<file path="src/rtl/evict_seq.sv">
module evict_seq #(
  parameter int ADDR_W = 16,
  parameter int DATA_W = 32
) (
  input  logic              clk,
  input  logic              rst_n,
  input  logic              repl_valid,
  output logic              repl_ready,
  input  logic              repl_line_busy,
  input  logic [1:0]        repl_state,
  input  logic [ADDR_W-1:0] repl_addr,
  input  logic [DATA_W-1:0] repl_data,
  output logic              array_inv,
  input  logic              prb_valid,
  input  logic [1:0]        prb_kind,
  input  logic              wb_ack,
  input  logic              vic_announce,
  output logic              vic_retry,
  output logic              vic_valid,
  output logic              vic_dirty,
  output logic [ADDR_W-1:0] vic_addr,
  output logic [DATA_W-1:0] vic_data,
  output logic              prb_rsp_valid,
  output logic              prb_rsp_has_data,
  output logic              prb_rsp_dirty,
  output logic              prb_rsp_hit,
  output logic              prb_rsp_ntsl,
  output logic [DATA_W-1:0] prb_rsp_data,
  output logic [1:0]        phase
);
  localparam logic [1:0] PH_IDLE = 2'b00;
  localparam logic [1:0] PH_DIRTY = 2'b01;
  localparam logic [1:0] PH_CLEAN = 2'b10;
  localparam logic [1:0] PH_CANCEL = 2'b11;

  logic [DATA_W-1:0] buf_data;
  logic              buf_dirty;
  logic              waiting;
  logic              inv_probe;
  logic [1:0]        phase_nx;

  assign repl_ready = (phase == PH_IDLE) && !repl_line_busy;
  assign array_inv  = repl_valid && repl_ready;
  assign vic_retry  = vic_announce && (phase == PH_CANCEL);
  assign waiting    = (phase == PH_DIRTY) || (phase == PH_CLEAN);
  assign inv_probe  = prb_valid && !prb_kind[1];

  always_comb begin
    phase_nx = phase;
    if (array_inv) phase_nx = repl_state[1] ? PH_DIRTY : PH_CLEAN;
    if (inv_probe && waiting) phase_nx = PH_CANCEL;
    if (wb_ack && phase != PH_IDLE) phase_nx = PH_IDLE;
  end

  always_ff @(posedge clk) begin
    if (!rst_n) begin
      phase            <= PH_IDLE;
      buf_data         <= '0;
      buf_dirty        <= 1'b0;
      vic_valid        <= 1'b0;
      vic_dirty        <= 1'b0;
      vic_addr         <= '0;
      vic_data         <= '0;
      prb_rsp_valid    <= 1'b0;
      prb_rsp_has_data <= 1'b0;
      prb_rsp_dirty    <= 1'b0;
      prb_rsp_hit      <= 1'b0;
      prb_rsp_ntsl     <= 1'b0;
      prb_rsp_data     <= '0;
    end else begin
      phase            <= phase_nx;
      vic_valid        <= array_inv;
      vic_dirty        <= array_inv && repl_state[1];
      vic_addr         <= array_inv ? repl_addr : '0;
      vic_data         <= array_inv ? repl_data : '0;
      prb_rsp_valid    <= prb_valid;
      prb_rsp_has_data <= 1'b0;
      prb_rsp_dirty    <= 1'b0;
      prb_rsp_hit      <= 1'b0;
      prb_rsp_ntsl     <= 1'b0;
      prb_rsp_data     <= '0;
      if (array_inv) begin
        buf_data  <= repl_data;
        buf_dirty <= repl_state[1];
      end
      if (prb_valid) begin
        if (waiting && (prb_kind[1] || (phase == PH_DIRTY && prb_kind[0]))) begin
          prb_rsp_has_data <= 1'b1;
          prb_rsp_dirty    <= buf_dirty;
          prb_rsp_hit      <= 1'b1;
          prb_rsp_data     <= buf_data;
        end else if (!prb_kind[1]) begin
          prb_rsp_ntsl <= 1'b1;
        end
      end
    end
  end

  AST_ACCEPT_SENDS: assert property (@(posedge clk) disable iff (!rst_n)
    array_inv |=> vic_valid && phase != PH_IDLE);
  AST_ACK_FREES: assert property (@(posedge clk) disable iff (!rst_n)
    (wb_ack && phase != PH_IDLE) |=> phase == PH_IDLE);
  AST_DATA_HAS_HIT: assert property (@(posedge clk) disable iff (!rst_n)
    prb_rsp_has_data |-> prb_rsp_hit && !prb_rsp_ntsl);
  AST_DOWNGRADE_KEEPS: assert property (@(posedge clk) disable iff (!rst_n)
    (prb_valid && prb_kind[1] && waiting && !wb_ack) |=> $stable(phase));
  AST_CANCEL_HOLDS: assert property (@(posedge clk) disable iff (!rst_n)
    (phase == PH_CANCEL && !wb_ack) |=> phase == PH_CANCEL);
  AST_ONE_REPLY: assert property (@(posedge clk) disable iff (!rst_n)
    prb_valid |=> prb_rsp_valid);
endmodule

</file>
<file path="config.mk">
export PLATFORM = sky130hd
export DESIGN_NAME = evict_seq
export DESIGN_NICKNAME = d
export VERILOG_FILES = /design/src/rtl/evict_seq.sv
export SDC_FILE = /design/constraint.sdc
export NUM_CORES = 1
export LEC_CHECK = 0
export ABC_CLOCK_PERIOD_IN_PS = 1500
export BUFFER_PORTS_ARGS = -buffer_cell sky130_fd_sc_hd__buf_2
export CORE_AREA = 2 2 93 95
export DETAILED_ROUTE_END_ITERATION = 10
export DIE_AREA = 0 0 95 97
export HOLD_SLACK_MARGIN = 0.03
export PLACE_DENSITY = 0.84
export SYNTH_ARGS = -nofsm -noshare
export SYNTH_HDL_FRONTEND = slang
export SYNTH_SLANG_ARGS = --single-unit
</file>
<file path="constraint.sdc">
create_clock -name clk -period 1.5 [get_ports clk]
set_input_delay 0.075 -clock clk [delete_from_list [all_inputs] [get_ports clk]]
set_output_delay 0.075 -clock clk [all_outputs]
set_load 0.005 [all_outputs]
</file>
# Word level (Yosys, flattened, before mapping)
# Index checks and enable logic that the tools add are counted.
[op_classes]
eq_ne = 3
muxes = 5
bitwise_logic = 2
reduce_logical = 21
[op_table]
columns = ["operator", "count"]
rows = [
  ["$logic_and A1 B1 Y1", 9],
  ["$mux W2", 3],
  ["$eq A2 B2 Y1 const B", 2],
  ["$reduce_and A2 Y1", 2],
  ["$reduce_bool A2 Y1", 2],
  ["$reduce_and A3 Y1", 1],
  ["$reduce_or A3 Y1", 1],
  ["$eq A2 B1 Y1 const B", 1],
  ["$logic_not A1 Y1", 2],
  ["$logic_not A2 Y1", 1],
  ["$logic_or A1 B1 Y1", 2],
  ["$mux W1", 2],
  ["$not A1 Y1", 2],
  ["$reduce_or A2 Y1", 1],
]
[word_totals]
reg_bits = 121
input_bits = 59
output_inout_bits = 92
elab_cells = 43

# Depth between registers and ports, before layout
# Gate-level depths: netlist of the first run.
[depth]
ltp_word = 5
mapped_depth = 8

# Least setup slack after synthesis of the first run
# No wires, ideal clock.
[synth_path]
path_kind = "reg2reg"
from = "register phase[0]"
to = "register vic_addr[0]"
arrival_time_ns = 1.279
t_required_ns = 1.384
setup_slack_ns = 0.106
stages_incl_launch_ff = 8
n_path_buf = 2
cell_sequence = "dfxtp_1 inv_1 ha_1 nand3b_4 inv_2 buf_6 buf_2 and3_1"
[synth_via]
elab_chain_len = 4
[synth_lines]
columns = ["item", "line", "text"]
rows = [
  ["start: declaration", "29", "output logic [1:0] phase"],
  ["start signal: assignment", "71", "phase <= phase_nx;"],
  ["$logic_not A2 Y1", "42", "assign repl_ready = (phase == PH_IDLE) && !repl_line_busy;"],
  ["$logic_and A1 B1 Y1", "42", ""],
  ["$logic_and A1 B1 Y1", "43", "assign array_inv = repl_valid && repl_ready;"],
  ["$reduce_and A2 Y1 (no line)", "-", ""],
  ["end signal: assignment", "74", "vic_addr <= array_inv ? repl_addr : '0;"],
  ["end: declaration", "21", "output logic [ADDR_W-1:0] vic_addr,"],
]
# Every way passes these cells.
# A chain may end at the register's enable or synchronous reset.

# Final worst setup path of the first run
[layout_path]
from = "register phase[0]"
to = "output port array_inv"
[layout_via]
elab_chain_len = 3
[layout_lines]
columns = ["item", "line", "text"]
rows = [
  ["$logic_not A2 Y1", "42", ""],
  ["$logic_and A1 B1 Y1", "42", ""],
  ["$logic_and A1 B1 Y1", "43", ""],
  ["end: declaration", "13", "output logic array_inv,"],
]
# Every way passes these cells.

==> results of run 1 <==
-- layer usage --
metal | global-route usage (%) | share of wire [%]
met3 | 7.32 | 6.2
met1 | 22.3 | 38
met2 | 41.8 | 53
met4 | 10.3 | 3.5
met5 | 0 | 0
-- sequential cells by signal, indices dropped and copies added (netlist names) --
signal         count
buf_data          32
prb_rsp_data      32
vic_data          32
vic_addr          16
phase              2
buf_dirty          1
prb_rsp_dirty      1
prb_rsp_hit        1
prb_rsp_ntsl       1
prb_rsp_valid      1
vic_dirty          1
vic_valid          1
-- cell type report --
type / count / share of cell area [%]
Timing Repair Buffer: 221 / 25.1
Multi-Input combinational cell: 200 / 20.3
Inverter: 5 / 0.445
Tap cell: 105 / 2.22
Clock buffer: 21 / 7.60
Sequential cell: 121 / 41.1
Clock inverter: 11 / 3.26
-- worst register-to-register path, stage by stage (launching register included) --
cell and delay [ns]:
dfxtp_2 0.34, inv_2 0.05, ha_4 0.17, nand3b_4 0.10, inv_8 0.04, buf_4 0.17, bufbuf_16 0.29, and3_1 0.19
-- timing repair --
item | CTS | global route
pin swaps | 4 | 1
gates resized for setup | 12 | 2
hold buffers | 54 | 0
setup buffers | 9 | 0
endpoints found under the hold margin | 86 | 0
endpoints found under the setup margin | 36 | 10
cloned | 2 | 0
-- cell families after synthesis --
family / share of synthesized area [%]
flops: 64.4
compound gates: 7.59
buf+inv: 4.69
fa+ha+maj: 0.998
simple gates: 22.3
-- power groups by stage --
stage | Clock, mW | Sequential, mW | Combinational, mW
floorplan | 0 | 3.43 | 0.250
global placement | 0 | 3.42 | 0.453
detailed placement | 0 | 3.43 | 0.469
CTS | 4.38 | 3.36 | 0.655
global route | 4.53 | 3.37 | 0.736
finish | 4.31 | 3.36 | 0.668
-- worst max-delay path by stage --
stage                                        endpoint  depth (start not counted)
after global routing                        array_inv                          6
after floorplan                vic_addr[0]$_SDFF_PN0_                          7
final                                       array_inv                          6
after CTS                                   array_inv                          6
after global placement    prb_rsp_data[11]$_SDFF_PN0_                          4
after detailed placement  prb_rsp_data[20]$_SDFF_PN0_                          4
-- cells in the final DEF, fill, tap and decap left out, types with 2 or more instances in the layout --
master         count
nand2_1           68
dlygate4sd3_1     54
bufinv_16          5
inv_2              2
buf_4             14
dfxtp_2            2
inv_1              2
clkbuf_16         16
a21boi_1          33
buf_6              2
clkinvlp_4         2
clkbuf_8           3
dfxtp_1          119
and3_1            49
buf_12             2
and2_1            35
nor3b_4            2
clkinv_2           2
clkbuf_1           2
buf_2            148
a21oi_2            2
ha_1               2
==> Flow_metrics.wiki, run 1 <==
{| class="wikitable"
! Metric !! Value
|-
| Filler Cell Count || 550
|-
| Growth of design area from synthesis to finish || 57.1%
|-
| Setup WS post-layout || 0.00936 ns
|-
| X dimension of the die || 95 µm
|-
| Number of design-rule violations left by the first detailed-router iteration || 93
|-
| Worst Path Max Fanout || 3
|-
| Average routed wire per standard cell || 14.6 µm
|-
| Post-synthesis register bit count || 121
|-
| Worst path max stage delay || 0.34 ns
|-
| Worst flop-to-flop path startpoint || phase[0]$_SDFFE_PP0P_
|-
| Worst slack at placement || -0.429 ns
|-
| Area of all sequential standard cells || 2420 µm²
|-
| Leakage || 2.99 nW
|-
| Non-filler instance count after layout || 684
|-
| Overflow left after global routing || 0
|-
| Final #Nets || 628
|-
| Standard cell with the maximum stage delay on the critical path || dfxtp_2
|-
| RR Endpoint || vic_data[2]$_SDFF_PN0_
|-
| Height of the chip || 97 µm
|-
| Number of synthesized flops with an enable pin || 0
|-
| DRC || 0
|-
| Power per unit of standard cell area || 1410 nW/µm²
|-
| Clock Latency Late Sink || 0.49 ns
|-
| Timing-limited maximum frequency || 671 MHz
|-
| Post-synth ARST share || 0%
|-
| Flop2flop setup slack || 0.03 ns
|-
| Worst Hold Launch || repl_valid
|-
| Unrepaired setup endpoints after global routing || true
|-
| Final setup violation count || 0
|-
| Switching power share of the total || 20.3%
|-
| Maximum number of pins on one net before global-route repair || 85
|-
| Area after detailed placement || 4570 µm²
|-
| Logic pwr share || 8.0%
|-
| Synthesized area || 3760 µm²
|-
| Most used flip-flop cell after synthesis || dfxtp_1
|-
| Total chip power || 8.34 mW
|-
| Proportion of layout cells with a drive suffix above 1 || 36.1%
|-
| Area share of the leading cell type in the synthesized netlist || 64.4%
|-
| Half-perimeter wire length after detailed placement || 5650 µm
|-
| Maximum count of clock buffers along a single path || 2
|-
| IO Count || 151
|-
| Total number of placement rows || 33
|-
| Number of nets still failing antenna checks after routing || 0
|-
| Detailed-route via count || 3,240
|-
| Via density per instance || 4.74
|-
| Total wirelength of the detailed-routed design || 9990 µm
|-
| Number of pins exceeding their max-slew limit in the final report || 0
|-
| Clock tree sinks || 121
|-
| Required time at the endpoint of the critical path || 1.42 ns
|-
| Initial DRT Pass Iterations || 4
|-
| Critical path start-end classification || flip-flop to output pin
|-
| Clk Tree Root Cell || clkbuf_8
|-
| Post-Route Setup TNS || 0 ns
|-
| Clock buffers created by TritonCTS || 17
|-
| Clock Skews || 0.00831 ns
|-
| Post-layout min period || 1.49 ns
|-
| Type of the worst min-delay path || input port to flip-flop
|-
| Share of the core filled with cells || 72.6%
|-
| RD Place Congestion || 0.747
|-
| Wire length of the first global-routing pass || 15,900 µm
|-
| Headroom to the max-slew limit || 69.1%
|-
| GRT Resource Usage Total || 22.6%
|-
| Worst-Margin Slew || 0.464 ns
|-
| Outcome || complete, no violations
|-
| Multi-input combinational cell area || 1200 µm²
|-
| Floorplan core area || 8130 µm²
|-
| Kind of cell adding the most delay to the critical path || flip-flops
|-
| Arrival time worst endpoint || 1.42 ns
|-
| Number of instances in the synthesized netlist || 350
|-
| Number of port buffers || 149
|-
| Number of global-route vias before repair || 3,410
|-
| Total count of hold-check failures in the final report || 0
|-
| Antenna violations before repair || 0
|-
| TritonCTS clock tree || built
|-
| Synthesized area per cell || 10.7 µm²
|-
| WHS Path Cells || 6
|-
| Max-cap check violation count || 0
|-
| Maximum resistive drop on vdd || 1.19 mV
|-
| Internal power of the cells || 6.65 mW
|-
| Cell types occupying the most area after synthesis || dfxtp_1 64%, and3_1 8.2%, nand2_1 6.8%, a21boi_1 6.6%, and2_1 5.8%
|-
| Critical Path Source Type || flip-flop
|-
| Portion of the clock cycle consumed by the worst path in the final layout || 99.4%
|-
| Worst-case hold slack || 0.213 ns
|-
| Final Cell Area || 5910 µm²
|-
| Chain of cells forming the critical path || inv_2, ha_4, nand3b_4, inv_8, buf_12, buf_6
|-
| Clock power share || 51.7%
|-
| Post-synth top cells || 121 x dfxtp_1, 68 x nand2_1, 49 x and3_1, 35 x and2_1, 33 x a21boi_1
|-
| Top-count cell post-synth || dfxtp_1
|-
| Effective utilization at floorplan || 46.2%
|-
| R2R cell count || 7
|-
| Cell accounting for the most synthesized area || dfxtp_1
|-
| Total number of yosys warnings || 0
|-
| Sequential element share of the synthesized area || 64.4%
|-
| WHS Endpoint || buf_data[29]$_SDFFE_PN0P_
|-
| Crit. End Element || output pin
|-
| Flop pwr share || 40.3%
|-
| Synth cell types || 22
|-
| Number of buffers and inverters on the critical path || 4
|-
| Clock-pin slew reported for the worst setup and hold paths after clock tree synthesis || 0.06 ns
|-
| Net switching power figure || 1.70 mW
|-
| Crit path from || phase[0]$_SDFFE_PP0P_
|-
| Syn Nets || 412
|-
| Inserted Diodes || 0
|-
| Post-placement cell count || 587
|-
| Die area || 9220 µm²
|-
| Number of H-tree branching levels || 4
|}
Note: power is estimated with default switching activity, not from simulation.
==> run 2, diff against run 1 <==
--- a/config.mk
+++ b/config.mk
@@ -12,6 +12,7 @@
 export DIE_AREA = 0 0 95 97
 export HOLD_SLACK_MARGIN = 0.03
 export PLACE_DENSITY = 0.84
+export RECOVER_POWER = 100
 export SYNTH_ARGS = -nofsm -noshare
 export SYNTH_HDL_FRONTEND = slang
 export SYNTH_SLANG_ARGS = --single-unit
==> run 2 against run 1 <==
Cell count stayed put. Worst hold slack got worse by 0.0029 ns. Routed wire length grew 0.88%. Maximum frequency about the same. Count of clock-buffer cells in the layout did not move. Largest cell class unchanged.
==> Flow_metrics.wiki, run 2 (synthesis gave the netlist of run 1 again) <==
{| class="wikitable"
! Metric !! Value
|-
| Outcome || complete, no violations
|-
| Type of the worst min-delay path || input port to flip-flop
|-
| Worst-case hold slack || 0.211 ns (-0.00288 ns)
|-
| Worst flop-to-flop path startpoint || phase[0]$_SDFFE_PP0P_
|-
| Maximum resistive drop on vdd || 1.19 mV (about the same)
|-
| Share of the core filled with cells || 71.8% (-0.78 points)
|-
| Total stage count of the critical path || 6 (unchanged)
|-
| Effective utilization at floorplan || 46.2% (unchanged)
|-
| Worst Hold Launch || repl_valid
|-
| Clock Latency Late Sink || 0.49 ns (about the same)
|-
| Total count of hold-check failures in the final report || 0 (unchanged)
|-
| Half-perimeter wire length after detailed placement || 5650 µm (unchanged)
|-
| Final #Nets || 628 (unchanged)
|-
| Logic pwr share || 7.9% (about the same)
|-
| Number of nets still failing antenna checks after routing || 0 (unchanged)
|-
| Standard cell with the maximum stage delay on the critical path || dfxtp_2
|-
| Power per unit of standard cell area || 1430 nW/µm² (+1.1%)
|-
| Number of H-tree branching levels || 4 (unchanged)
|-
| X dimension of the die || 95 µm (unchanged)
|-
| Unrepaired setup endpoints after global routing || true
|-
| Required time at the endpoint of the critical path || 1.42 ns (about the same)
|-
| Chain of cells forming the critical path || inv_2, ha_4, nand3b_4, inv_8, buf_12, buf_6
|-
| Average routed wire per standard cell || 14.7 µm (+0.88%)
|-
| Flop2flop setup slack || 0.03 ns (about the same)
|-
| Floorplan core area || 8130 µm² (unchanged)
|-
| Flop pwr share || 40.3% (about the same)
|-
| Wire length of the first global-routing pass || 15,900 µm (unchanged)
|-
| Post-layout min period || 1.49 ns (-0.000141 ns)
|-
| Crit. End Element || output pin
|-
| Commonest cells after routing, fill and taps aside || 119 x dfxtp_1, 99 x buf_2, 69 x nand2_1
|-
| RR Endpoint || vic_data[2]$_SDFF_PN0_
|-
| Biggest regs || buf_data: 32 flops, prb_rsp_data: 32 flops, vic_data: 32 flops
|-
| Worst-Margin Slew || 0.471 ns (+0.00763 ns)
|-
| Portion of the clock cycle consumed by the worst path in the final layout || 99.4% (about the same)
|-
| Non-filler instance count after layout || 684 (unchanged)
|-
| Worst Path Max Fanout || 3 (unchanged)
|-
| RD Place Congestion || 0.747 (unchanged)
|-
| Proportion of layout cells with a drive suffix above 1 || 27.5% (-8.6 points)
|-
| R2R cell count || 7 (unchanged)
|-
| Antenna violations before repair || 0 (unchanged)
|-
| Post-placement cell count || 587 (unchanged)
|-
| Number of pins exceeding their max-slew limit in the final report || 0 (unchanged)
|-
| TritonCTS clock tree || built
|-
| Worst slack at placement || -0.429 ns (unchanged)
|-
| Worst path max stage delay || 0.34 ns (about the same)
|-
| Total number of placement rows || 33 (unchanged)
|-
| Critical path start-end classification || flip-flop to output pin
|-
| IO Count || 151 (unchanged)
|-
| Internal power of the cells || 6.64 mW (-0.11%)
|-
| Clock buffers created by TritonCTS || 17 (unchanged)
|-
| Kind of cell adding the most delay to the critical path || flip-flops
|-
| Maximum number of pins on one net before global-route repair || 85 (unchanged)
|-
| Overflow left after global routing || 0 (unchanged)
|-
| DRC || 0 (unchanged)
|-
| Clock tree sinks || 121 (unchanged)
|-
| Net switching power figure || 1.70 mW (+0.30%)
|-
| Total chip power || 8.34 mW (about the same)
|-
| Inserted Diodes || 0 (unchanged)
|-
| Headroom to the max-slew limit || 68.6% (-0.51 points)
|-
| Clk Tree Root Cell || clkbuf_8
|-
| Final setup violation count || 0 (unchanged)
|-
| Max-cap check violation count || 0 (unchanged)
|-
| Total wirelength of the detailed-routed design || 10,100 µm (+0.88%)
|-
| Number of port buffers || 149 (unchanged)
|-
| Arrival time worst endpoint || 1.42 ns (about the same)
|-
| GRT Resource Usage Total || 22.6% (unchanged)
|-
| Number of buffers and inverters on the critical path || 4 (unchanged)
|-
| Initial DRT Pass Iterations || 4 (unchanged)
|-
| Clock-pin slew reported for the worst setup and hold paths after clock tree synthesis || 0.06 ns (about the same)
|-
| Timing-limited maximum frequency || 671 MHz (about the same)
|-
| Via density per instance || 4.74 (+0.15%)
|-
| Height of the chip || 97 µm (unchanged)
|-
| Detailed-route via count || 3,245 (+0.15%)
|-
| Leakage || 2.78 nW (-7.1%)
|-
| Crit path from || phase[0]$_SDFFE_PP0P_
|-
| Switching power share of the total || 20.4% (+0.067 points)
|-
| Filler Cell Count || 586 (+6.5%)
|-
| Number of global-route vias before repair || 3,410 (unchanged)
|-
| Setup WS post-layout || 0.00950 ns (+0.000141 ns)
|-
| Number of design-rule violations left by the first detailed-router iteration || 89 (-4.3%)
|-
| Clock power share || 51.8% (about the same)
|-
| Maximum count of clock buffers along a single path || 2 (unchanged)
|-
| Most common library cell in the layout ignoring fill and taps || dfxtp_1
|-
| Growth of design area from synthesis to finish || 55.4%
|-
| Critical path destination || array_inv
|-
| Critical Path Source Type || flip-flop
|-
| Die area || 9220 µm² (unchanged)
|-
| Clock Skews || 0.00847 ns (+0.000164 ns)
|}
-- run 2: cell count changes in the layout (fill, tap and decap cells not counted), sizes merged --
cell / before / now
buf: 166 / 117
clkbuf: 21 / 70
-- run 2: tightest hold or removal path, cell delays in order --
cell	delay (ns)
buf_2	0.13
nand3b_4	0.11
inv_8	0.04
buf_4	0.17
nand2_1	0.07
a21boi_1	0.05
-- run 2: cell type report --
cell class	count	area (µm²)	share of cell area, %
inverters	5	26.3	0.450
clock inverters	11	193	3.30
clock buffers	21	449	7.69
flip-flops and latches	121	2420	41.5
repair buffers	221	1420	24.3
well taps	105	131	2.25
multi-input cells	200	1200	20.5
-- run 2: repair_timing --
item                       4_1_cts  5_1_grt
hold endpoints to repair        86        0
pin swaps                        4        1
setup endpoints to repair       36       10
buffers inserted                 9        0
hold buffers                    54        0
resized for setup               12        2
cloned                           2        0
-- run 2: per-stage QoR --
stage          instance area (µm²)  TNS, ns
2_1_floorplan                 3760        0
3_3_place_gp                  4570   -12.34
3_5_place_dp                  4570   -13.91
4_1_cts                       5900  -0.0138
5_1_grt                       5840   -0.114
6_report                      5840        0
-- run 2: power by group through the flow --
stage                     clock network [mW]  logic (mW)  registers [mW]
after CTS                               4.38       0.655            3.36
final                                   4.32       0.661            3.36
after detailed placement                   0       0.469            3.43
after global routing                    4.53       0.727            3.37
after global placement                     0       0.453            3.42
after floorplan                            0       0.250            3.43
-- run 2: worst min path at each step --
| stage | end | slack, ns | cells past startpoint |
|---|---|---|---|
| global placement | prb_rsp_ntsl$_SDFF_PP0_ | 0.27 | 2 |
| CTS | buf_data[29]$_SDFFE_PN0P_ | 0.17 | 6 |
| detailed placement | prb_rsp_ntsl$_SDFF_PP0_ | 0.27 | 2 |
| finish | buf_data[29]$_SDFFE_PN0P_ | 0.21 | 6 |
| floorplan | prb_rsp_ntsl$_SDFF_PP0_ | 0.15 | 1 |
| global route | buf_data[29]$_SDFFE_PN0P_ | 0.20 | 6 |
-- run 2: layer usage --
metal	global-route usage [%]	wire, µm	up-vias
met5	0	0	-
met4	10.3	328	0
met3	7.32	626	31
met2	41.8	5280	125
met1	22.3	3850	1519
li1	-	-	1570
